===== src/rtl/rgn_xbus_pkg.sv =====
package rgn_xbus_pkg;

    localparam int WAIT_W = 4;

    typedef enum logic [2:0] {
        S_IDLE,
        S_ADDR,
        S_WAIT,
        S_DATA,
        S_DONE
    } seq_state_e;

    typedef struct packed {
        logic              big;
        logic [1:0]        wcode;
        logic [WAIT_W-1:0] waits;
    } rgn_cfg_t;

    localparam rgn_cfg_t CFG_RESET = '{big: 1'b0, wcode: 2'b10, waits: '1};

    // log2 of the port width in bytes
    function automatic logic [1:0] lsz_of(input logic [1:0] wcode);
        unique case (wcode)
            2'b00:   return 2'd0;
            2'b01:   return 2'd1;
            default: return 2'd2;
        endcase
    endfunction

    function automatic logic [31:0] swap32(input logic [31:0] w);
        return {w[7:0], w[15:8], w[23:16], w[31:24]};
    endfunction

endpackage


===== src/rtl/rgn_cfg_bank.sv =====
module rgn_cfg_bank
    import rgn_xbus_pkg::*;
#(
    parameter int N_REGION = 16,
    localparam int RIDX_W = $clog2(N_REGION)
) (
    input  logic              clk,
    input  logic              rst_n,
    input  logic              we,
    input  logic [RIDX_W-1:0] wsel,
    input  rgn_cfg_t          wcfg,
    input  logic [RIDX_W-1:0] rsel,
    output rgn_cfg_t          rcfg
);

    rgn_cfg_t regs [N_REGION];

    for (genvar g = 0; g < N_REGION; g++) begin : g_rgn
        always_ff @(posedge clk or negedge rst_n) begin
            if (!rst_n) begin
                regs[g] <= CFG_RESET;
            end else if (we && wsel == RIDX_W'(g)) begin
                regs[g] <= wcfg;
            end
        end
    end

    assign rcfg = regs[rsel];

endmodule


===== src/rtl/rgn_lane_steer.sv =====
module rgn_lane_steer
    import rgn_xbus_pkg::*;
(
    input  logic [1:0]  lsz,
    input  logic        big,
    input  logic [1:0]  beat,
    input  logic [31:0] wword,
    input  logic [31:0] bus_rd,
    input  logic [31:0] acc,
    output logic [31:0] bus_wd,
    output logic [31:0] acc_next,
    output logic [31:0] rd_out,
    output logic [1:0]  byte_off
);

    logic [31:0] mask;
    logic [4:0]  shamt;
    logic [31:0] wsw;

    always_comb begin
        unique case (lsz)
            2'd0:    mask = 32'h0000_00FF;
            2'd1:    mask = 32'h0000_FFFF;
            default: mask = 32'hFFFF_FFFF;
        endcase
        byte_off = beat << lsz;
        shamt    = {byte_off, 3'b000};
        wsw      = big ? swap32(wword) : wword;
        bus_wd   = (wsw >> shamt) & mask;
        acc_next = (acc & ~(mask << shamt)) | ((bus_rd & mask) << shamt);
        rd_out   = big ? swap32(acc) : acc;
    end

endmodule


===== src/rtl/rgn_beat_seq.sv =====
module rgn_beat_seq
    import rgn_xbus_pkg::*;
(
    input  logic              clk,
    input  logic              rst_n,
    input  logic              start,
    input  logic [1:0]        lsz,
    input  logic [WAIT_W-1:0] waits,
    output logic              accept,
    output logic              ads,
    output logic              cyc,
    output logic              capture,
    output logic              done,
    output logic [1:0]        beat
);

    seq_state_e        state_q, state_d;
    logic [WAIT_W-1:0] wcnt_q, wcnt_d;
    logic [1:0]        beat_q, beat_d;
    logic [1:0]        last_beat;

    assign last_beat = (lsz == 2'd0) ? 2'd3 : (lsz == 2'd1) ? 2'd1 : 2'd0;

    always_comb begin
        state_d = state_q;
        wcnt_d  = wcnt_q;
        beat_d  = beat_q;
        unique case (state_q)
            S_IDLE: if (start) begin
                state_d = S_ADDR;
                beat_d  = 2'd0;
            end
            S_ADDR: begin
                wcnt_d  = waits;
                state_d = (waits == '0) ? S_DATA : S_WAIT;
            end
            S_WAIT: begin
                wcnt_d = wcnt_q - 1'b1;
                if (wcnt_q == WAIT_W'(1)) state_d = S_DATA;
            end
            S_DATA: begin
                if (beat_q == last_beat) begin
                    state_d = S_DONE;
                end else begin
                    beat_d  = beat_q + 1'b1;
                    state_d = S_ADDR;
                end
            end
            S_DONE:  state_d = S_IDLE;
            default: state_d = S_IDLE;
        endcase
    end

    always_ff @(posedge clk or negedge rst_n) begin
        if (!rst_n) begin
            state_q <= S_IDLE;
            wcnt_q  <= '0;
            beat_q  <= '0;
        end else begin
            state_q <= state_d;
            wcnt_q  <= wcnt_d;
            beat_q  <= beat_d;
        end
    end

    always_comb begin
        accept  = 1'b0;
        ads     = 1'b0;
        cyc     = 1'b0;
        capture = 1'b0;
        done    = 1'b0;
        unique case (state_q)
            S_IDLE: accept = start;
            S_ADDR: begin ads = 1'b1; cyc = 1'b1; end
            S_WAIT: cyc = 1'b1;
            S_DATA: begin cyc = 1'b1; capture = 1'b1; end
            S_DONE: done = 1'b1;
            default: ;
        endcase
        beat = beat_q;
    end

endmodule


===== src/rtl/rgn_xbus_ctrl.sv =====
module rgn_xbus_ctrl
    import rgn_xbus_pkg::*;
#(
    parameter int N_REGION = 16,
    parameter int ADDR_W   = 32,
    localparam int RIDX_W  = $clog2(N_REGION)
) (
    input  logic              clk,
    input  logic              rst_n,
    input  logic              cfg_we,
    input  logic [RIDX_W-1:0] cfg_sel,
    input  logic [1:0]        cfg_width,
    input  logic              cfg_big,
    input  logic [WAIT_W-1:0] cfg_wait,
    input  logic              core_start,
    input  logic              core_write,
    input  logic [ADDR_W-1:0] core_addr,
    input  logic [31:0]       core_wdata,
    output logic              core_ready,
    output logic [31:0]       core_rdata,
    output logic              xb_ads,
    output logic              xb_cyc,
    output logic              xb_we,
    output logic [ADDR_W-1:0] xb_addr,
    output logic [31:0]       xb_wdata,
    input  logic [31:0]       xb_rdata
);

    rgn_cfg_t          rd_cfg, lat_cfg;
    logic              lat_write;
    logic [ADDR_W-1:0] lat_addr;
    logic [31:0]       lat_wdata, acc, acc_next, steer_wd;
    logic              accept, capture;
    logic [1:0]        beat, byte_off, lsz;

    rgn_cfg_bank #(.N_REGION(N_REGION)) u_bank (
        .clk   (clk),
        .rst_n (rst_n),
        .we    (cfg_we),
        .wsel  (cfg_sel),
        .wcfg  ('{big: cfg_big, wcode: cfg_width, waits: cfg_wait}),
        .rsel  (core_addr[ADDR_W-1 -: RIDX_W]),
        .rcfg  (rd_cfg)
    );

    assign lsz = lsz_of(lat_cfg.wcode);

    rgn_beat_seq u_seq (
        .clk     (clk),
        .rst_n   (rst_n),
        .start   (core_start),
        .lsz     (lsz),
        .waits   (lat_cfg.waits),
        .accept  (accept),
        .ads     (xb_ads),
        .cyc     (xb_cyc),
        .capture (capture),
        .done    (core_ready),
        .beat    (beat)
    );

    rgn_lane_steer u_steer (
        .lsz      (lsz),
        .big      (lat_cfg.big),
        .beat     (beat),
        .wword    (lat_wdata),
        .bus_rd   (xb_rdata),
        .acc      (acc),
        .bus_wd   (steer_wd),
        .acc_next (acc_next),
        .rd_out   (core_rdata),
        .byte_off (byte_off)
    );

    always_ff @(posedge clk or negedge rst_n) begin
        if (!rst_n) begin
            lat_cfg   <= CFG_RESET;
            lat_write <= 1'b0;
            lat_addr  <= '0;
            lat_wdata <= '0;
            acc       <= '0;
        end else if (accept) begin
            lat_cfg   <= rd_cfg;
            lat_write <= core_write;
            lat_addr  <= core_addr;
            lat_wdata <= core_wdata;
            acc       <= '0;
        end else if (capture && !lat_write) begin
            acc <= acc_next;
        end
    end

    assign xb_addr  = lat_addr + ADDR_W'(byte_off);
    assign xb_we    = xb_cyc & lat_write;
    assign xb_wdata = xb_we ? steer_wd : 32'h0;

endmodule


===== config.mk =====
export PLATFORM = sky130hd
export DESIGN_NAME = rgn_xbus_ctrl
export DESIGN_NICKNAME = d
export VERILOG_FILES = /design/src/rtl/rgn_xbus_pkg.sv /design/src/rtl/rgn_cfg_bank.sv /design/src/rtl/rgn_lane_steer.sv /design/src/rtl/rgn_beat_seq.sv /design/src/rtl/rgn_xbus_ctrl.sv
export SDC_FILE = /design/constraint.sdc
export NUM_CORES = 1
export LEC_CHECK = 0
export ABC_CLOCK_PERIOD_IN_PS = 5400
export BUFFER_PORTS_ARGS = -buffer_cell sky130_fd_sc_hd__clkbuf_2
export CAP_MARGIN = 20
export CORE_MARGIN = 2
export CORE_UTILIZATION = 58
export CTS_BUF_LIST = sky130_fd_sc_hd__clkbuf_8
export DETAILED_ROUTE_END_ITERATION = 10
export PLACE_DENSITY = 0.84
export SETUP_SLACK_MARGIN = 0.02
export SLEW_MARGIN = 20
export SYNTH_ARGS = -nofsm -noshare
export SYNTH_HDL_FRONTEND = slang
export SYNTH_HIERARCHICAL = 1
export SYNTH_SLANG_ARGS = --single-unit

===== constraint.sdc =====
create_clock -name clk -period 5.4 [get_ports clk]
set_clock_uncertainty 0.1 [all_clocks]
set_input_delay 0.27 -clock clk [delete_from_list [all_inputs] [get_ports clk]]
set_output_delay 0.27 -clock clk [all_outputs]
set_load 0.005 [all_outputs]

* Yosys cells after proc, flatten, opt, wreduce, memory -nomap -nowiden
Cells that the tools add are included.
** Storage, ports and cells
- Flip-flop bits (word level) :: 225
- Bits of input ports :: 112
- Output and inout bits :: 100
** Cells by class
- Add/sub/neg operators :: 3
- Order comparisons :: 1
- Equality and inequality tests :: 26
- Shift operators :: 4
- Multiplexer cells :: 26
- Bitwise operators :: 7
- Reductions and logical operators :: 29
** Operators by type and width (number)
- two-way mux 32 bit :: 5
- bitwise AND 32 bit :: 3
- one-hot mux 32 bit (2 select lines) :: 1
- left shift 32 x 5 -> 32 bit :: 2
- adder 32 x 2 -> 32 bit :: 1
- == test 4 bit (second input constant) :: 8
- NOT 32 bit :: 1
- OR 32 bit :: 1
- >> shifter 32 x 5 -> 32 bit :: 1
- binary-select mux 7 bit (select 4 bit) :: 1
- logical AND 1 bit :: 17
- == test 4 x 3 -> 1 bit (second input constant) :: 4
- two-way mux 7 bit :: 2
- one-hot mux 3 bit (4 select lines) :: 1
- two-way mux 3 bit :: 3
- == test 4 x 1 -> 1 bit (second input constant) :: 2
- == test 4 x 2 -> 1 bit (second input constant) :: 2
- zero test 4 bit :: 2
- one-hot mux 2 bit (2 select lines) :: 2
- one-hot mux 4 bit (2 select lines) :: 1
- two-way mux 1 bit :: 7
- == test 3 x 2 -> 1 bit (second input constant) :: 2
- two-way mux 2 bit :: 3
- nonzero test 2 bit :: 3
- other kinds (18) :: 21

* Longest topological paths before layout
Gate-level depths: netlist (run 1).
- Depth in word-level cells :: 10
- Depth in mapped cells :: 14

* Cells and area by module
Netlist (run 1), hierarchy kept.
** By module, submodules not included
- rgn_cfg_bank :: times used 1, cells each 322, area an instance 5202.5 um^2, seq. area each 2902.8 um^2
- rgn_xbus_ctrl :: times used 1, cells each 435, area an instance 4850.9 um^2, seq. area each 2608.8 um^2
- rgn_lane_steer :: times used 1, cells each 276, area an instance 2283.4 um^2, seq. area each 0.0 um^2
- rgn_beat_seq :: times used 1, cells each 70, area an instance 656.9 um^2, seq. area each 225.2 um^2

* Least setup slack after synthesis (run 1)
No wires, ideal clock.
- Path type :: reg-to-output
- From :: register lat_cfg[5] (netlist name)
- To :: output port xb_addr[26]
- Arrival :: 2.926 ns
- Required time :: 5.030 ns
- Slack :: 2.104 ns
- Cell stages (with the launch flop) :: 15
- Cells stage by stage :: dfstp_2 > clkbuf_1 > buf_6 > or3b_1 > buf_6 > clkinv_8 > buf_8 > ha_1 > inv_1 > fa_1 > and4b_1 > clkbuf_2 > nor3b_1 > nand4_1 > xnor2_1
** Between the ends
- Word-level cells in the longest chain between the ends :: 4
- Elaborated cells between the ends (all ways) :: 5
- Those cells by class :: add/sub (1); eq/ne (1); shift (1); mux (1); reduce/logical (1)
** Ends and longest elaborated chain
- start, declared :: line rgn_xbus_ctrl.sv:29 : rgn_cfg_t rd_cfg, lat_cfg;
- start signal, assigned :: line rgn_xbus_ctrl.sv:83 : lat_cfg <= rd_cfg;
- == test 2 x 1 -> 1 bit / zero test 2 bit (equally long branches) :: line rgn_xbus_pkg.sv:23 : unique case (wcode)
- one-hot mux 2 bit (2 select lines) * :: line rgn_xbus_pkg.sv:23
- via lsz[1] :: line rgn_xbus_ctrl.sv:34 : logic [1:0] beat, byte_off, lsz;
- left shift 2 x 2 -> 2 bit * :: line rgn_lane_steer.sv:26 : byte_off = beat << lsz;
- via byte_off[0] :: line rgn_xbus_ctrl.sv:34
- adder 32 x 2 -> 32 bit * :: line rgn_xbus_ctrl.sv:93 : assign xb_addr = lat_addr + ADDR_W'(byte_off);
- end, declared :: line rgn_xbus_ctrl.sv:24 : output logic [ADDR_W-1:0] xb_addr,
The timed path passes the listed nets; every way through them passes the cells marked *.

* Final worst setup path (run 1)
- From :: register lat_cfg[5] (netlist name)
- To :: output port xb_addr[22]
Same word-level chain as after synthesis.

==> summary.txt, run 1 <==
Pwr
  • Highest ir drop seen on vdd: between 0.2 and 0.3 mV
  • Final Total Pwr: 8.141 mW
  • Leakage: 6.874 nW
  • PwrDens: ~520 nW/um2

Setup path
  • Required time reported for the critical path endpoint: ~5.0 ns
  • Kind of capture point of the worst setup path: primary output
  • Top fanout value on the critical path: 36
  • R2R Path End: acc[23]
  • Arrival time at the worst endpoint: about 4.4 ns
  • Worst setup path category: register to primary output
  • Minimum setup slack among reg-to-reg paths: about 2.5 ns
  • Worst reg2reg path depth: 8
  • Beginning of the worst register-to-register path: lat_cfg[5]
  • Crit start category: register

Cells and area
  • Finished Cell Area: between 15000 and 20000 um2
  • Synthesis-to-finish area growth: 19.42%
  • Layout cells sized above 1: 0.4753
  • Total Nets Final: about 1500

Die
  • Area of the die: ~24000 um2
  • Area of the core: about 22000 um2
  • I/O pin count: roughly 210
  • Die width: approximately 150 um
  • Vertical die dimension: between 150 and 200 um
  • Cell row count: between 50 and 60
  • Starting density of the core: 0.5936

Global route
  • Initial antenna violation count: 3
  • GRT Util Overall: 0.2851
  • Global-route wire length before repair: 54740 um
  • Aggregate global routing overflow: 0
  • Number of global-route vias before repair: approximately 10000
  • Largest net degree at the start of global routing: 117

Min path
  • Hold Startpoint: xb_rdata[19]
  • Min-Delay Path Class: input pin to register
  • Endpoint of the worst hold path: acc[19]
  • Min-Delay Path Depth: 4

Clock network
  • TritonCTS buffer count: 39
  • Clock root buffer: sky130_fd_sc_hd__clkbuf_8
  • Number of resized instances in the post-cts repair step: 0
  • Clock sink total: 225
  • Clock transition at the registers of the reported paths: 0.06 ns
  • Maximum clock insertion buffer count: 3
  • CTS tree: done
  • Source-to-sink clock delay at the later pin of the worst-skew pair: between 0.5 and 0.6 ns
  • Max H-tree Level: 2

Synth
  • Synth Register Bits: around 230
  • EDFF count, synth: 0
  • Cell area after synthesis: 12990 um2
  • Number of distinct library cells after synthesis: 73
  • Number of instances in the synthesized netlist: about 1100
  • Synthesis warning total: 6
  • Post-Synthesis Mean Instance Area: 11.78 um2
  • Async set-or-reset flop fraction in the synthesized netlist: 1.000
  • Portion of netlist area occupied by mux cells: 0.2752
  • Compound-cell area share of the yosys netlist: 0.08792
  • Synthesized Nets: about 1200
  • Flip-flop cell with the highest count after synthesis: sky130_fd_sc_hd__dfrtp_1
  • Adder and majority gate portion of the synthesized area: 0.005392
  • Simple-gate share of the synthesized area: 0.1285
  • Sequential cell area fraction in the yosys report: 0.4415
  • Synthesized-area fraction occupied by xor and xnor cells: 0.02090
  • Combinational family with the most area after synthesis: multiplexers

Detailed routing
  • Average wire per cell in the routed design: 20.38 um
  • Remaining routing DRC violations: 0
  • DRT iter0 DRCs: approximately 790
  • Remaining antenna violation count after routing: 0
  • Total Routed Length: ~34000 um
  • First-pass iteration count of the detailed router: 5
  • Per-cell via count in the routed design: ~6
  • Via count: slightly above 10000

Run
  • Max-capacitance violation count: 0

STA
  • Fmax: around 0.21 GHz
  • Shortest period the worst path allows: 4.782 ns
  • Number of hold violations in the final report: 0
  • Count of final max-slew check failures: 0
  • Fin Setup TNS: 0 ns
  • Remaining max-slew budget at the tightest pin: 0.2990
  • Setup repair after global routing missed its margin: false
  • Final Setup Violations: 0
  • Slew at the pin closest to its max-slew limit: about 1.1 ns
  • Part of the cycle the worst path needs: 0.8855

Place
  • Placed inst area: 14060 um2
  • IO buf count: around 210
  • Post-detail-place hpwl: between 20000 and 25000 um
  • Final RePlAce weighted congestion: between 0.9 and 1

Run status
  • Result of the run: finished, final reports clean
## cells in the final DEF, fill, tap and decap left out, drive strengths merged, types with 12 or more instances in the layout
cell type and n:
dlygate4sd3 68, mux4 28, mux2i 43, buf 14
xnor2 16, nor2 38, nand2 96, a22oi 14
xor2 15, inv 29, a2bb2oi 17, dfrtp 140
a21oi 45, nor4b 18, and3 40, o21ai 14
mux2 223, dfstp 85, clkbuf 257, o211ai 18
nand2b 12
## synthesized netlist by cell type, drive strengths merged (11+ instances only)
master | count | share of area
nand2b | 12 | 0.0058
mux4 | 28 | 0.049
xor2 | 15 | 0.010
o211ai | 18 | 0.012
nand2 | 96 | 0.028
dfstp | 85 | 0.17
dfrtp | 140 | 0.27
mux2i | 43 | 0.033
nor2 | 38 | 0.013
clkbuf | 42 | 0.012
a2bb2oi | 17 | 0.012
and3 | 40 | 0.020
a22oi | 14 | 0.0081
xnor2 | 16 | 0.011
inv | 11 | 0.0032
a21oi | 45 | 0.018
o21ai | 14 | 0.0060
mux2 | 223 | 0.19
buf | 45 | 0.024
nor4b | 18 | 0.015
## critical path: stages, from the launching register on
cell	delay, ns
sky130_fd_sc_hd__dfstp_2	0.87
sky130_fd_sc_hd__nor2b_2	0.07
sky130_fd_sc_hd__buf_4	0.25
sky130_fd_sc_hd__or3b_1	0.49
sky130_fd_sc_hd__clkinv_8	0.15
sky130_fd_sc_hd__ha_1	0.18
sky130_fd_sc_hd__inv_1	0.05
sky130_fd_sc_hd__fa_1	0.41
sky130_fd_sc_hd__and4b_1	0.48
sky130_fd_sc_hd__nand3_1	0.17
sky130_fd_sc_hd__nor3_1	0.31
sky130_fd_sc_hd__xor2_1	0.26
sky130_fd_sc_hd__clkbuf_2	0.18
## registers in the layout, indices dropped and copies added (netlist names)
signal and flops:
lat_addr 32, lat_cfg 7, lat_write 1, u_bank/regs 112, acc 32, u_seq/beat 2, lat_wdata 32, u_seq/wcnt_q 4
u_seq/state_q 3
## worst max-delay path by stage
| stage | start | to | cells past startpoint |
|---|---|---|---|
| after detailed placement | lat_cfg[5] | xb_addr[26] | 12 |
| after global placement | lat_cfg[5] | xb_addr[28] | 12 |
| after floorplan | lat_cfg[5] | xb_addr[26] | 14 |
| final | lat_cfg[5] | xb_addr[22] | 12 |
| after global routing | lat_cfg[5] | xb_addr[28] | 12 |
| after CTS | lat_cfg[5] | xb_addr[26] | 12 |
## stage by stage
step                      hold slack [ns]  std cells  utilization  setup WS (ns)
after floorplan                   -0.1256       1103            -          2.104
after global placement             0.2719       1519       0.6421          1.346
after detailed placement           0.2642       1519       0.6423          1.282
after CTS                        0.003114       1657       0.7072         0.7227
after global routing              0.01790       1661       0.7088         0.3204
final                            0.005045       1661       0.7088         0.6180
## logic make-up after synthesis
kind of cell    after synthesis
compound gates              160
buf+inv                     100
mux                         294
fa+ha+maj                     5
flops                       225
simple gates                288
xor+xnor                     31
## layout make-up
type	count	area (um2)
Multi-Input combinational cell	778	6754
Fill cell	1494	6374
Sequential cell	225	5738
Timing Repair Buffer	292	1864
Clock buffer	47	646.9
Tap cell	280	350.3
Clock inverter	23	95.09
Inverter	13	61.31
Antenna cell	3	7.507
## timing repair
action,4_1_cts,5_1_grt
buffers inserted,0,0
endpoints found under the hold margin,121,0
hold buffers,68,0
## per-layer routing
metal / global-route usage / vias up / wire length (um)
li1: - / 4577 / -
met5: 0 / - / 0
met3: 0.05355 / 94 / 2406
met4: 0.1031 / 0 / 1059
met1: 0.3793 / 5021 / 13820
met2: 0.4701 / 471 / 16560
## power by group
group	switching [mW]	leakage (nW)	total (mW)	internal (mW)
Combinational	1.73	3.81	3.59	1.86
Clock	0.685	0.450	1.47	0.787
Sequential	0.693	2.62	3.08	2.38
(Power assumes the default switching activity.)
==> run 2, diff against run 1 <==
--- a/config.mk
+++ b/config.mk
@@ -10,7 +10,7 @@
 export CAP_MARGIN = 20
 export CORE_MARGIN = 2
 export CORE_UTILIZATION = 58
-export CTS_BUF_LIST = sky130_fd_sc_hd__clkbuf_8
+export CTS_BUF_LIST = sky130_fd_sc_hd__clkbuf_2
 export DETAILED_ROUTE_END_ITERATION = 10
 export PLACE_DENSITY = 0.84
 export SETUP_SLACK_MARGIN = 0.02
==> run 2 against run 1 <==
Register-to-register slack worse by 0.32 ns. Cell area up 3.8%. Non-clock buffer count up 79. Utilization up 2.7 points. Critical path type unchanged. Largest power group unchanged.
==> summary.txt, run 2 (synthesis gave the netlist of run 1 again) <==
Cells and area
  • Flip-flop count of the largest register, all copies and words added: 112 (unchanged)
  • Synthesis-to-finish area growth: 24.00%
  • Finished Cell Area: 16110 um2 (+3.8%)
  • Layout cells sized above 1: 0.4638 (-0.01152)
  • Most frequent cells in the layout: sky130_fd_sc_hd__clkbuf_2 (291), sky130_fd_sc_hd__mux2_2 (223), sky130_fd_sc_hd__dlygate4sd3_1 (146)
  • Fill cell total of the finished layout: 1407 (-5.8%)
  • Top reg by flops: u_bank/regs
  • Most frequent standard cell in the layout excluding fill and tap cells: sky130_fd_sc_hd__clkbuf_2
  • Total Nets Final: 1562 (+6.5%)

Detailed routing
  • Per-cell via count in the routed design: 6.166 (+0.78%)
  • DRT iter0 DRCs: 1106 (+40%)
  • Remaining routing DRC violations: 0 (unchanged)
  • Remaining antenna violation count after routing: 0 (unchanged)
  • Via count: 10945 (+7.7%)
  • Average wire per cell in the routed design: 20.98 um (+2.9%)
  • Total Routed Length: 37240 um (+10%)
  • First-pass iteration count of the detailed router: 7 (+2)

Setup path
  • Critical path depth: 12 (unchanged)
  • Worst setup path category: register to primary output
  • R2R Path End: acc[18]
  • WP buf/inv: 4 (unchanged)
  • Top fanout value on the critical path: 36 (unchanged)
  • Cells traversed along the worst timing path: nor2b_2 > buf_4 > or3b_1 > clkinv_8 > ha_1 > inv_1 > fa_1 > and4b_1 > nand3_1 > or3_1 > xnor2_1 > clkbuf_2
  • Kind of capture point of the worst setup path: primary output
  • Critical Path Start: lat_cfg[5]
  • Required time reported for the critical path endpoint: 5.03 ns (about the same)
  • Crit start category: register
  • Cell family contributing the most delay on the critical path: simple AND/OR/NAND/NOR gates
  • Arrival time at the worst endpoint: 4.59 ns (+0.18 ns)
  • Maximum cell stage delay along the critical path: 0.82 ns (-0.05 ns)
  • Minimum setup slack among reg-to-reg paths: 2.22 ns (-0.32 ns)
  • Capturing element of the worst setup path: xb_addr[20]
  • Crit path max-delay cell type: sky130_fd_sc_hd__dfstp_4
  • Worst reg2reg path depth: 8 (unchanged)
  • Beginning of the worst register-to-register path: lat_cfg[5]

Global route
  • GRT Util Overall: 0.3115 (+0.02647)
  • Fraction of met1 tracks used by global routing: 0.3969 (+0.01759)
  • Number of global-route vias before repair: 11254 (+9.1%)
  • Met3 GRT Util: 0.05778 (+0.004228)
  • GR peak layer: met2
  • Aggregate global routing overflow: 0 (unchanged)
  • Global-route wire length before repair: 59510 um (+8.7%)
  • Initial antenna violation count: 3 (unchanged)
  • Largest net degree at the start of global routing: 91 (-22%)
  • Met2 Track Usage GR: 0.5234 (+0.05333)

Place
  • Worst slack, placed: 1.282 ns (unchanged)
  • IO buf count: 211 (unchanged)
  • Placed inst area: 14060 um2 (unchanged)
  • Final RePlAce weighted congestion: 0.9107 (unchanged)
  • Post-detail-place hpwl: 21680 um (unchanged)

Min path
  • Min-Delay Path Class: input pin to register

Die
  • I/O pin count: 212 (unchanged)
  • Starting density of the core: 0.5936 (unchanged)
  • Cell row count: 54 (unchanged)
  • Die width: 153.7 um (unchanged)
  • Area of the core: 21890 um2 (unchanged)
  • Area of the die: 23620 um2 (unchanged)
  • Vertical die dimension: 153.7 um (unchanged)

Clock network
  • Clock root buffer: sky130_fd_sc_hd__clkbuf_2
  • Clock transition at the registers of the reported paths: 0.11 ns (+0.05 ns)
  • Source-to-sink clock delay at the later pin of the worst-skew pair: 0.86 ns (+0.33 ns)
  • Clock sink total: 225 (unchanged)
  • Maximum clock insertion buffer count: 3 (unchanged)
  • CTS tree: done
  • TritonCTS buffer count: 56 (+44%)
  • Max H-tree Level: 2 (unchanged)

STA
  • Fin Setup TNS: 0 ns (unchanged)
  • Shortest period the worst path allows: 4.958 ns (+0.1760 ns)
  • Remaining max-slew budget at the tightest pin: 0.2868 (-0.01220)
  • Final Setup Violations: 0 (unchanged)
  • Worst-case setup margin in the final layout: 0.4421 ns (-0.1760 ns)
  • Slew at the pin closest to its max-slew limit: 1.070 ns (+0.01829 ns)
  • Part of the cycle the worst path needs: 0.9181 (+0.03259)
  • Count of final max-slew check failures: 0 (unchanged)
  • Fmax: 0.2017 GHz (-3.6%)
  • Number of hold violations in the final report: 0 (unchanged)
  • Setup repair after global routing missed its margin: false

Run
  • Max-capacitance violation count: 0 (unchanged)

Pwr
  • PwrDens: 509.7 nW/um2 (-2.9%)
  • Highest ir drop seen on vdd: 0.2432 mV (-13%)
  • Leakage: 7.182 nW (+4.5%)

Run status
  • Result of the run: finished, final reports clean
## run 2: cell count changes in the layout (fill, tap and decap cells not counted), sizes merged
cell         delta
buf             +1
bufinv          +1
clkbuf         +34
clkinv         +18
clkinvlp        -1
dlygate4sd3    +78
inv            -17
## run 2: worst min-delay path: cells and delay by family
kind     cells  cell delay [ns]
buf+inv      2             0.61
mux          1             0.13
## run 2: cell type report
class | instances | area (um2) | share of cell area
multi-input combinational | 778 | 6759 | 0.4195
sequential | 225 | 5742 | 0.3564
timing repair buffer | 371 | 2665 | 0.1654
clock buffer | 81 | 405.4 | 0.02516
tap | 280 | 350.3 | 0.02174
clock inverter | 24 | 121.4 | 0.007533
inverter | 13 | 61.31 | 0.003805
antenna | 3 | 7.507 | 0.0004659
## run 2: timing repair
action,4_1_cts,5_1_grt
endpoints found under the hold margin,325,0
endpoints found under the setup margin,0,4
gates resized for setup,0,2
hold buffers,147,0
buffers inserted,0,0
## run 2: power by group
part	internal [mW]	switching [mW]	total [mW]	leakage (nW)
Clock	0.456	0.726	1.18	0.399
Combinational	2.08	1.87	3.94	4.17
Sequential	2.38	0.708	3.09	2.62
Total	4.91	3.30	8.21	7.18
## run 2: metrics by stage
step / hold slack (ns) / power [mW] / instances / utilization
final: 0.08305 / 8.212 / 1775 / 0.7360
after global routing: 0.04781 / 8.700 / 1775 / 0.7360
after CTS: 0.02814 / 7.985 / 1771 / 0.7340
after detailed placement: 0.2642 / 6.514 / 1519 / 0.6423
after global placement: 0.2719 / 6.380 / 1519 / 0.6421
after floorplan: -0.1256 / 5.496 / 1103 / -
## run 2: how the worst min path moves through the flow
stage                     slack, ns            end  depth (start not counted)            from
after CTS                      0.03  lat_wdata[18]                          3  core_wdata[18]
after global placement         0.27  lat_wdata[20]                          1           rst_n
after floorplan               -0.13         acc[0]                          0           rst_n
after global routing           0.05   lat_addr[18]                          3   core_addr[18]
final                          0.08  lat_wdata[12]                          3  core_wdata[12]
after detailed placement       0.26  lat_wdata[20]                          1           rst_n
## run 2: layer usage
layer  wire (um)  up-vias
li1            -     4791
met4        1647        0
met1       14380     5354
met3        2908      165
met5           0        -
met2       18300      635
